--- src/rtl/stkp_pkg.sv ---
package stkp_pkg;
    parameter int SP_LO_W = 8;
    parameter int SP_HI_W = 3;
    parameter int SFR_W   = 8;
    parameter int PTR_W   = SP_LO_W + SP_HI_W;

    typedef struct packed {
        logic [SP_HI_W-1:0] hi;
        logic [SP_LO_W-1:0] lo;
    } sp_t;

    typedef enum logic [1:0] {
        SP_HOLD = 2'd0,
        SP_INC  = 2'd1,
        SP_DEC  = 2'd2
    } sp_op_e;

    typedef struct packed {
        sp_t sp;
    } stkp_state_t;
endpackage

--- src/rtl/stkp_step.sv ---
module stkp_step
    import stkp_pkg::*;
(
    input  sp_t              cur,
    input  logic             ext_en,
    input  sp_op_e           op,
    output sp_t              nxt,
    output logic [PTR_W-1:0] cur_addr,
    output logic [PTR_W-1:0] nxt_addr
);
    logic [PTR_W-1:0] wide;
    logic [PTR_W-1:0] stepped;

    always_comb begin
        wide = {(ext_en ? cur.hi : {SP_HI_W{1'b0}}), cur.lo};
        unique case (op)
            SP_INC:  stepped = wide + 1'b1;
            SP_DEC:  stepped = wide - 1'b1;
            default: stepped = wide;
        endcase
        nxt.lo   = stepped[SP_LO_W-1:0];
        nxt.hi   = ext_en ? stepped[PTR_W-1:SP_LO_W] : cur.hi;
        cur_addr = wide;
        nxt_addr = {(ext_en ? stepped[PTR_W-1:SP_LO_W] : {SP_HI_W{1'b0}}),
                    stepped[SP_LO_W-1:0]};
    end
endmodule

--- src/rtl/stkp_sfr_if.sv ---
module stkp_sfr_if
    import stkp_pkg::*;
#(
    parameter logic [SFR_W-1:0] LO_ADDR = 8'h81,
    parameter logic [SFR_W-1:0] HI_ADDR = 8'hB7
) (
    input  logic             wr_en,
    input  logic [SFR_W-1:0] addr,
    input  logic             ext_en,
    input  sp_t              cur,
    output logic             wr_lo,
    output logic             wr_hi,
    output logic [SFR_W-1:0] rdata
);
    localparam int PAD_W = SFR_W - SP_HI_W;

    logic sel_lo;
    logic sel_hi;

    always_comb begin
        sel_lo = (addr == LO_ADDR);
        sel_hi = (addr == HI_ADDR) && ext_en;
        wr_lo  = wr_en && sel_lo;
        wr_hi  = wr_en && sel_hi;
        if (sel_lo)
            rdata = cur.lo;
        else if (sel_hi)
            rdata = {{PAD_W{1'b0}}, cur.hi};
        else
            rdata = '0;
    end
endmodule

--- src/rtl/stack_ptr_unit.sv ---
module stack_ptr_unit
    import stkp_pkg::*;
#(
    parameter logic [SFR_W-1:0]   LO_ADDR = 8'h81,
    parameter logic [SFR_W-1:0]   HI_ADDR = 8'hB7,
    parameter logic [SP_LO_W-1:0] RST_LO  = 8'h07
) (
    input  logic             clk,
    input  logic             rst_n,
    input  logic             ext_en,
    input  logic             sfr_wr_en,
    input  logic [SFR_W-1:0] sfr_addr,
    input  logic [SFR_W-1:0] sfr_wdata,
    output logic [SFR_W-1:0] sfr_rdata,
    input  logic             push_req,
    input  logic             pop_req,
    output logic [PTR_W-1:0] stk_addr
);
    stkp_state_t      state_d, state_q;
    sp_op_e           op_d;
    sp_t              step_nxt;
    logic [PTR_W-1:0] cur_addr, nxt_addr;
    logic             wr_lo, wr_hi, wr_any;

    stkp_sfr_if #(
        .LO_ADDR (LO_ADDR),
        .HI_ADDR (HI_ADDR)
    ) u_sfr (
        .wr_en  (sfr_wr_en),
        .addr   (sfr_addr),
        .ext_en (ext_en),
        .cur    (state_q.sp),
        .wr_lo  (wr_lo),
        .wr_hi  (wr_hi),
        .rdata  (sfr_rdata)
    );

    stkp_step u_step (
        .cur      (state_q.sp),
        .ext_en   (ext_en),
        .op       (op_d),
        .nxt      (step_nxt),
        .cur_addr (cur_addr),
        .nxt_addr (nxt_addr)
    );

    always_comb begin
        wr_any  = wr_lo || wr_hi;
        op_d    = SP_HOLD;
        if (!wr_any) begin
            if (push_req)
                op_d = SP_INC;
            else if (pop_req)
                op_d = SP_DEC;
        end
        state_d = state_q;
        if (wr_lo)
            state_d.sp.lo = sfr_wdata[SP_LO_W-1:0];
        else if (wr_hi)
            state_d.sp.hi = sfr_wdata[SP_HI_W-1:0];
        else if (op_d != SP_HOLD)
            state_d.sp = step_nxt;
        stk_addr = (op_d == SP_INC) ? nxt_addr : cur_addr;
    end

    always_ff @(posedge clk or negedge rst_n) begin
        if (!rst_n) begin
            state_q.sp.lo <= RST_LO;
            state_q.sp.hi <= '0;
        end else begin
            state_q <= state_d;
        end
    end


    push_lands_chk: assert property (@(posedge clk) disable iff (!rst_n)
        (push_req && !wr_any && ext_en) |=> (state_q.sp == $past(stk_addr)));


    push_lands_narrow_chk: assert property (@(posedge clk) disable iff (!rst_n)
        (push_req && !wr_any && !ext_en) |=> (state_q.sp.lo == $past(stk_addr[SP_LO_W-1:0])));


    narrow_addr_chk: assert property (@(posedge clk) disable iff (!rst_n)
        !ext_en |-> (stk_addr[PTR_W-1:SP_LO_W] == '0));


    hidden_read_chk: assert property (@(posedge clk) disable iff (!rst_n)
        (!ext_en && sfr_addr == HI_ADDR) |-> (sfr_rdata == '0));


    hidden_write_chk: assert property (@(posedge clk) disable iff (!rst_n)
        (!ext_en && sfr_wr_en && sfr_addr == HI_ADDR) |=> $stable(state_q.sp.hi));


    hi_pad_chk: assert property (@(posedge clk) disable iff (!rst_n)
        (sfr_addr == HI_ADDR) |-> (sfr_rdata[SFR_W-1:SP_HI_W] == '0));


    write_wins_chk: assert property (@(posedge clk) disable iff (!rst_n)
        (sfr_wr_en && sfr_addr == LO_ADDR) |=> (state_q.sp.lo == $past(sfr_wdata[SP_LO_W-1:0])));


    idle_hold_chk: assert property (@(posedge clk) disable iff (!rst_n)
        (!push_req && !pop_req && !sfr_wr_en) |=> $stable(state_q.sp));
endmodule

--- config.mk ---
export PLATFORM = sky130hd
export DESIGN_NAME = stack_ptr_unit
export DESIGN_NICKNAME = d
export VERILOG_FILES = /design/src/rtl/stkp_pkg.sv /design/src/rtl/stkp_step.sv /design/src/rtl/stkp_sfr_if.sv /design/src/rtl/stack_ptr_unit.sv
export SDC_FILE = /design/constraint.sdc
export NUM_CORES = 1
export LEC_CHECK = 0
export ABC_CLOCK_PERIOD_IN_PS = 4900
export BUFFER_PORTS_ARGS = -buffer_cell sky130_fd_sc_hd__buf_2
export CORE_UTILIZATION = 56
export CTS_BUF_LIST = sky130_fd_sc_hd__clkbuf_4 sky130_fd_sc_hd__clkbuf_8
export DETAILED_ROUTE_END_ITERATION = 10
export GPL_TIMING_DRIVEN = 0
export PLACE_DENSITY = 0.95
export SYNTH_ARGS = -nofsm -noshare
export SYNTH_HDL_FRONTEND = slang
export SYNTH_SLANG_ARGS = --single-unit
export TNS_END_PERCENT = 1
--- constraint.sdc ---
create_clock -name clk -period 4.9 [get_ports clk]
set_clock_uncertainty 0.1 [all_clocks]
set_input_delay 0.245 -clock clk [delete_from_list [all_inputs] [get_ports clk]]
set_output_delay 0.245 -clock clk [all_outputs]
set_load 0.05 [all_outputs]
== Word-level counts from Yosys, hierarchy flattened ==
Cells that the tools add are included.

* Register bits after elaboration: 11
* Bits in latches: 0
* RAM bits: 0
* ROM bits: 0
* Output and inout bits: 19
* Word-level logic and storage cells: 34
* Memories: 0

* Add/sub/neg operators: 2
* $mul: 0
* Divide/modulo/power cells: 0
* Magnitude comparators: 0
* Equal/unequal tests: 5
* Shift-type cells: 0
* Muxes and demuxes: 14
* Bitwise gates (word level): 1
* Reductions and logical operators: 10

{| class="wikitable"
|+ Operator list
! operator !! number
|-
| two-way mux 8 bit || 3
|-
| two-way mux 11 bit || 2
|-
| one-hot mux 11 bit (2 select lines) || 1
|-
| equality test 8 bit, second input constant || 2
|-
| two-way mux 3 bit || 5
|-
| adder 11 x 1 -> 11 bit, second input constant || 1
|-
| subtractor 11 x 1 -> 11 bit, second input constant || 1
|-
| nonzero test 2 bit || 4
|-
| two-way mux 2 bit || 3
|-
| logical AND 1 bit || 3
|-
| AND reduction 3 bit || 1
|-
| equality test 2 x 1 -> 1 bit, second input constant || 1
|-
| equality test 2 bit, second input constant || 1
|-
| != test 2 bit, second input constant || 1
|-
| AND reduction 2 bit || 1
|-
| logical OR 1 bit || 1
|-
| inverter 1 bit || 1
|}

== Depth between registers and ports, before layout ==
* Depth in word-level cells: 11
* Mapped depth: 18
* Mapped depth without buffers: 14

== By module ==
From an unflattened synthesis, not the netlist that was laid out.

* Cells, all modules: 227
* Area total of the unflattened synthesis: 1979.4 um2

{| class="wikitable"
|+ Modules (own cells, without submodules)
! module !! instances !! cells each !! area each (um2) !! sequential area each (um2)
|-
| stkp_step || 1 || 137 || 1014.7 || 0.0
|-
| stack_ptr_unit || 1 || 73 || 823.3 || 279.0
|-
| stkp_sfr_if || 1 || 17 || 141.4 || 0.0
|}

== Least setup slack after synthesis ==
No wires, ideal clock.

* Path kind: input to output
* Start point: input ext_en
* End point: output stk_addr[4]
* Data arrival time: 3.857 ns
* Data required time: 4.555 ns
* Slack: 0.698 ns
* Cell stages on the path: 18
* Cells stage by stage: clkbuf_1 > and4_1 > and4_1 > buf_2 > nor2_1 > and2_1 > inv_2 > ha_1 > buf_2 > buf_2 > xor2_1 > ha_1 > nand4bb_1 > and4_1 > xnor2_1 > nor2_1 > nand2_1 > xnor2_1

* Longest elaborated chain between the ends: 7
* Elaborated cells on any way between the ends: 8

{| class="wikitable"
|+ RTL lines
! item !! line !! RTL
|-
| from (decl) || stack_ptr_unit.sv:10 || <nowiki>input logic ext_en,</nowiki>
|-
| logical AND 1 bit * || stkp_sfr_if.sv:22 || <nowiki>sel_hi = (addr == HI_ADDR) && ext_en;</nowiki>
|-
| logical AND 1 bit * || stkp_sfr_if.sv:24 || <nowiki>wr_hi = wr_en && sel_hi;</nowiki>
|-
| logical OR 1 bit * || stack_ptr_unit.sv:48 || <nowiki>wr_any = wr_lo || wr_hi;</nowiki>
|-
| two-way mux 2 bit * || stack_ptr_unit.sv:50 || <nowiki>if (!wr_any) begin</nowiki>
|-
| equality test 2 bit or equality test 2 x 1 -> 1 bit (tied branches) || stkp_step.sv:16, stack_ptr_unit.sv:63 ||
|-
| one-hot mux 11 bit (2 select lines) || stkp_step.sv:16 || <nowiki>unique case (op)</nowiki>
|-
| two-way mux 11 bit * || stack_ptr_unit.sv:63 || <nowiki>stk_addr = (op_d == SP_INC) ? nxt_addr : cur_addr;</nowiki>
|-
| to (decl) || stack_ptr_unit.sv:17 || <nowiki>output logic [PTR_W-1:0] stk_addr</nowiki>
|}

Every way passes the cells marked *; elsewhere a longest branch is shown, timed or not.

== Final worst setup path ==
* Start point: input sfr_addr[5]
* End point: output stk_addr[10]

* Longest elaborated chain between the ends: 9
* Elaborated cells on any way between the ends: 12

{| class="wikitable"
|+ RTL lines
! item !! line !! RTL
|-
| from (decl) || stack_ptr_unit.sv:12 || <nowiki>input logic [SFR_W-1:0] sfr_addr,</nowiki>
|-
| equality test 8 bit || stkp_sfr_if.sv:22 ||
|-
| logical AND 1 bit || stkp_sfr_if.sv:22 ||
|-
| logical AND 1 bit || stkp_sfr_if.sv:24 ||
|-
| logical OR 1 bit * || stack_ptr_unit.sv:48 ||
|-
| two-way mux 2 bit * || stack_ptr_unit.sv:50 ||
|-
| equality test 2 bit or equality test 2 x 1 -> 1 bit (tied branches) || stkp_step.sv:16, stack_ptr_unit.sv:63 ||
|-
| one-hot mux 11 bit (2 select lines) || stkp_step.sv:16 ||
|-
| two-way mux 3 bit || stkp_step.sv:24 || <nowiki>nxt_addr = {(ext_en ? stepped[PTR_W-1:SP_LO_W] : {SP_HI_W{1'b0}}),</nowiki>
|-
| two-way mux 11 bit * || stack_ptr_unit.sv:63 ||
|}

Marked as above.

==> impl_metrics.py <==
metrics = {
    "outcome": {
        "run_status": "completed",
    },
    "yosys": {
        "synth.most_common_cell": "nand2_1",
        "synth_area_per_cell_sq_um": 7.302,
        "ys_async_sr_fraction_pct": 100.0,
        "synthesis.area_sq_mm": 0.001650,
        "synth_top_area_cell": "dfrtp_1",
        "synth_warnings": 0,
        "synth_nets": 254,
        "synth_edf_count": 0,
        "synthesis.instances": 226,
        "synth.area.top_cells": "dfrtp_1 12%, xnor2_1 7.4%, nand2_1 6.6%",
        "ys_types": 58,
        "synth_ff_type": "dfrtp_1",
        "ys_ff_latch": 11,
        "netlist.area_leader.share_pct": 12.13,
        "seq_area_frac_synth_pct": 16.91,
        "netlist_top_cells_count": "29 x nand2_1, 14 x xnor2_1, 11 x inv_1, 11 x nor2_1",
    },
    "global_route": {
        "grt_pass1_wl_mm": 8.521,
        "grt_pass1_vias": 1802,
        "grt_antenna_before_repair": 0,
        "gr-usage-all-layers_pct": 33.92,
        "overflow": 0,
        "grt_max_degree": 12,
    },
    "critical_path": {
        "worstSetupPathType": "input pin to output pin",
        "crit_required_ns": 4.55,
        "crit_end": "stk_addr[10]",
        "start_kind": "input pin",
        "end_kind": "output pin",
        "r2r-start": "state_q[1]",
        "cp.arrival_ns": 4.28,
        "ff2ff_path_depth": 9,
        "reg2reg_to": "state_q[10]",
        "critPathMaxFanout": 10,
        "reg2reg_slack_ns": 2.06,
        "crit_start": "sfr_addr[5]",
    },
    "timing": {
        "tightest_slew_ns": 0.5989,
        "setup_viol": 0,
        "final-max-slew-violation-count": 0,
        "final.setup.tns_ns": 0,
        "fmax_mhz": 216.4,
        "fin_crit_ns": 4.622,
        "rsz0062_at_grt": "false",
        "relSlewSlack_pct": 59.54,
        "post-route-period-util_pct": 94.32,
        "hold_viol_final": 0,
    },
    "routing": {
        "num_vias": 2041,
        "dr.pass1.iters": 6,
        "drc": 0,
        "wl_per_cell_microns": 17.62,
        "vias_per_cell": 6.803,
        "drt-total-wl_mm": 5.286,
        "drt_iter0_drc": 155,
        "drtAntennaViolNets": 0,
    },
    "clock_tree": {
        "cts_tree": "built",
        "clock_latency_ns": 0.29,
        "clk_transition_reported_paths_ns": 0.08,
        "cts_made_buffers": 3,
        "h-tree-depth": 1,
        "post-cts-setup-buffer-count": 0,
        "clock_path_buffers": 2,
        "clock-root-buffer": "clkbuf_4",
        "clock_sinks": 11,
    },
    "placement": {
        "port_buffers": 39,
        "dpl.hpwl_mm": 3.905,
        "gp_congestion": 1.001,
        "dpl_cell_area_sq_mm": 0.001884,
    },
    "pwr": {
        "switching_share_pct": 58.80,
        "power.total_mw": 0.9535,
        "switchingPower_mw": 0.5607,
        "seqPwrFrac_pct": 20.5,
        "p_leak_nw": 0.8615,
        "p_clk_share_pct": 7.3,
        "peakVddDrop_v": 0.0005714,
        "combPwrFrac_pct": 72.2,
        "power_density_mw_per_mm2": 494.9,
        "internal_power_mw": 0.3928,
    },
    "floorplan": {
        "die_h_microns": 56.29,
        "ios": 41,
        "core-area_sq_mm": 0.002781,
        "rows": 19,
        "dieWidth_microns": 56.29,
        "die-area_sq_mm": 0.003168,
        "initial_core_util_pct": 59.33,
    },
    "finish": {
        "top_register": "state_q",
        "stdcell_area_sq_mm": 0.001927,
        "n_antenna_cell": 0,
        "drive_above_1_share_pct": 24.16,
        "nFillCells": 204,
        "nets": 298,
        "area_growth_pct": 16.76,
        "top_regs": "state_q x11",
        "largest_reg_flops": 11,
        "final_util_pct": 69.28,
    },
    "flow_run": {
        "cap_violations": 0,
    },
    "hold_path": {
        "min_path_type": "input pin to flop",
    },
}
layout by cell type, fill, tap and decap left out, drive strengths merged, types with 3 or more instances in the layout:
| cell | Yosys | layout |
|---|---|---|
| clkbuf | 6 | 8 |
| dfstp | 3 | 3 |
| a21oi | 8 | 8 |
| and3 | 6 | 6 |
| a21o | 3 | 3 |
| xor2 | 3 | 3 |
| a22oi | 4 | 4 |
| inv | 13 | 13 |
| nor2b | 4 | 4 |
| o211ai | 4 | 4 |
| xnor2 | 14 | 14 |
| and2 | 4 | 4 |
| ha | 6 | 6 |
| nor3 | 8 | 8 |
| o21ai | 20 | 20 |
| buf | 9 | 48 |
| nand2 | 29 | 29 |
| a41oi | 3 | 3 |
| dfrtp | 8 | 8 |
| a22o | 3 | 3 |
| and4 | 5 | 5 |
| nor2 | 11 | 11 |
| or3 | 3 | 3 |
| nand3 | 10 | 10 |
power by group through the flow:
stage / clock (mW) / combinational (mW) / sequential, mW
floorplan: 0 / 0.528 / 0.174
global placement: 0 / 0.657 / 0.192
detailed placement: 0 / 0.664 / 0.193
CTS: 0.0680 / 0.670 / 0.191
global route: 0.0734 / 0.734 / 0.201
finish: 0.0697 / 0.688 / 0.195
how the worst min path moves through the flow:
stage,from,to,cells past startpoint,slack (ns)
floorplan,rst_n,state_q[10],0,-0.15
global placement,rst_n,state_q[7],1,0.03
detailed placement,rst_n,state_q[8],1,0.03
CTS,sfr_wdata[5],state_q[5],3,0.07
global route,sfr_wdata[2],state_q[2],3,0.09
finish,sfr_wdata[5],state_q[5],3,0.06
through the flow:
step                      setup WS [ns]  hold WS, ns  cells
after detailed placement        0.05039      0.03198    296
after CTS                       0.04348      0.06596    301
final                            0.2782      0.05807    300
after global routing            0.08418      0.09230    300
after floorplan                  0.6979      -0.1506    226
after global placement           0.1740      0.03270    296
critical path, stage by stage:
cell	delay, ns
buf_2	0.13
nor4_2	0.40
and3_2	0.33
nor2_1	0.10
and2_1	0.19
inv_2	0.08
ha_1	0.29
buf_2	0.25
buf_2	0.27
xor2_1	0.17
ha_1	0.23
nand4bb_1	0.18
a41oi_2	0.23
o31ai_1	0.12
and4_4	0.22
or4_1	0.50
nand3_1	0.07
buf_2	0.25
per-layer routing:
metal | vias up | share of wire [%] | track usage [%]
li1 | 927 | - | -
met4 | 0 | 4.1 | 16.72
met2 | 179 | 46 | 54.08
met3 | 28 | 11 | 4.839
met5 | - | 0 | 0
met1 | 907 | 39 | 44.88
area by class of cell:
type | instances | area (sq um) | area share (%)
multi-input cells | 187 | 1264 | 65.58
flip-flops and latches | 11 | 279.0 | 14.48
repair buffers | 40 | 205.2 | 10.65
plain buffers | 14 | 63.81 | 3.312
inverters | 13 | 48.80 | 2.532
well taps | 31 | 38.79 | 2.013
clock buffers | 3 | 22.52 | 1.169
clock inverters | 1 | 5.005 | 0.2597
logic make-up (layout without fill, tap and decap cells):
family                   Yosys count  after routing  share of synthesized area (%)
flip-flops                        11             11                          16.91
AO/OA/AOI/OAI                     63             63                          26.92
adder cells (fa/ha/maj)            6              6                          4.549
XOR/XNOR                          17             17                          9.022
AND/OR/NAND/NOR                   98             98                          33.43
buffers and inverters             28             71                          6.975
multiplexers                       3              3                          2.198
timing repair:
action / 4_1_cts / 5_1_grt
endpoints found under the setup margin: 0 / 4
endpoints found under the hold margin: 11 / 0
gates resized for setup: 0 / 4
hold buffers: 1 / 0
(Power assumes the default switching activity.)
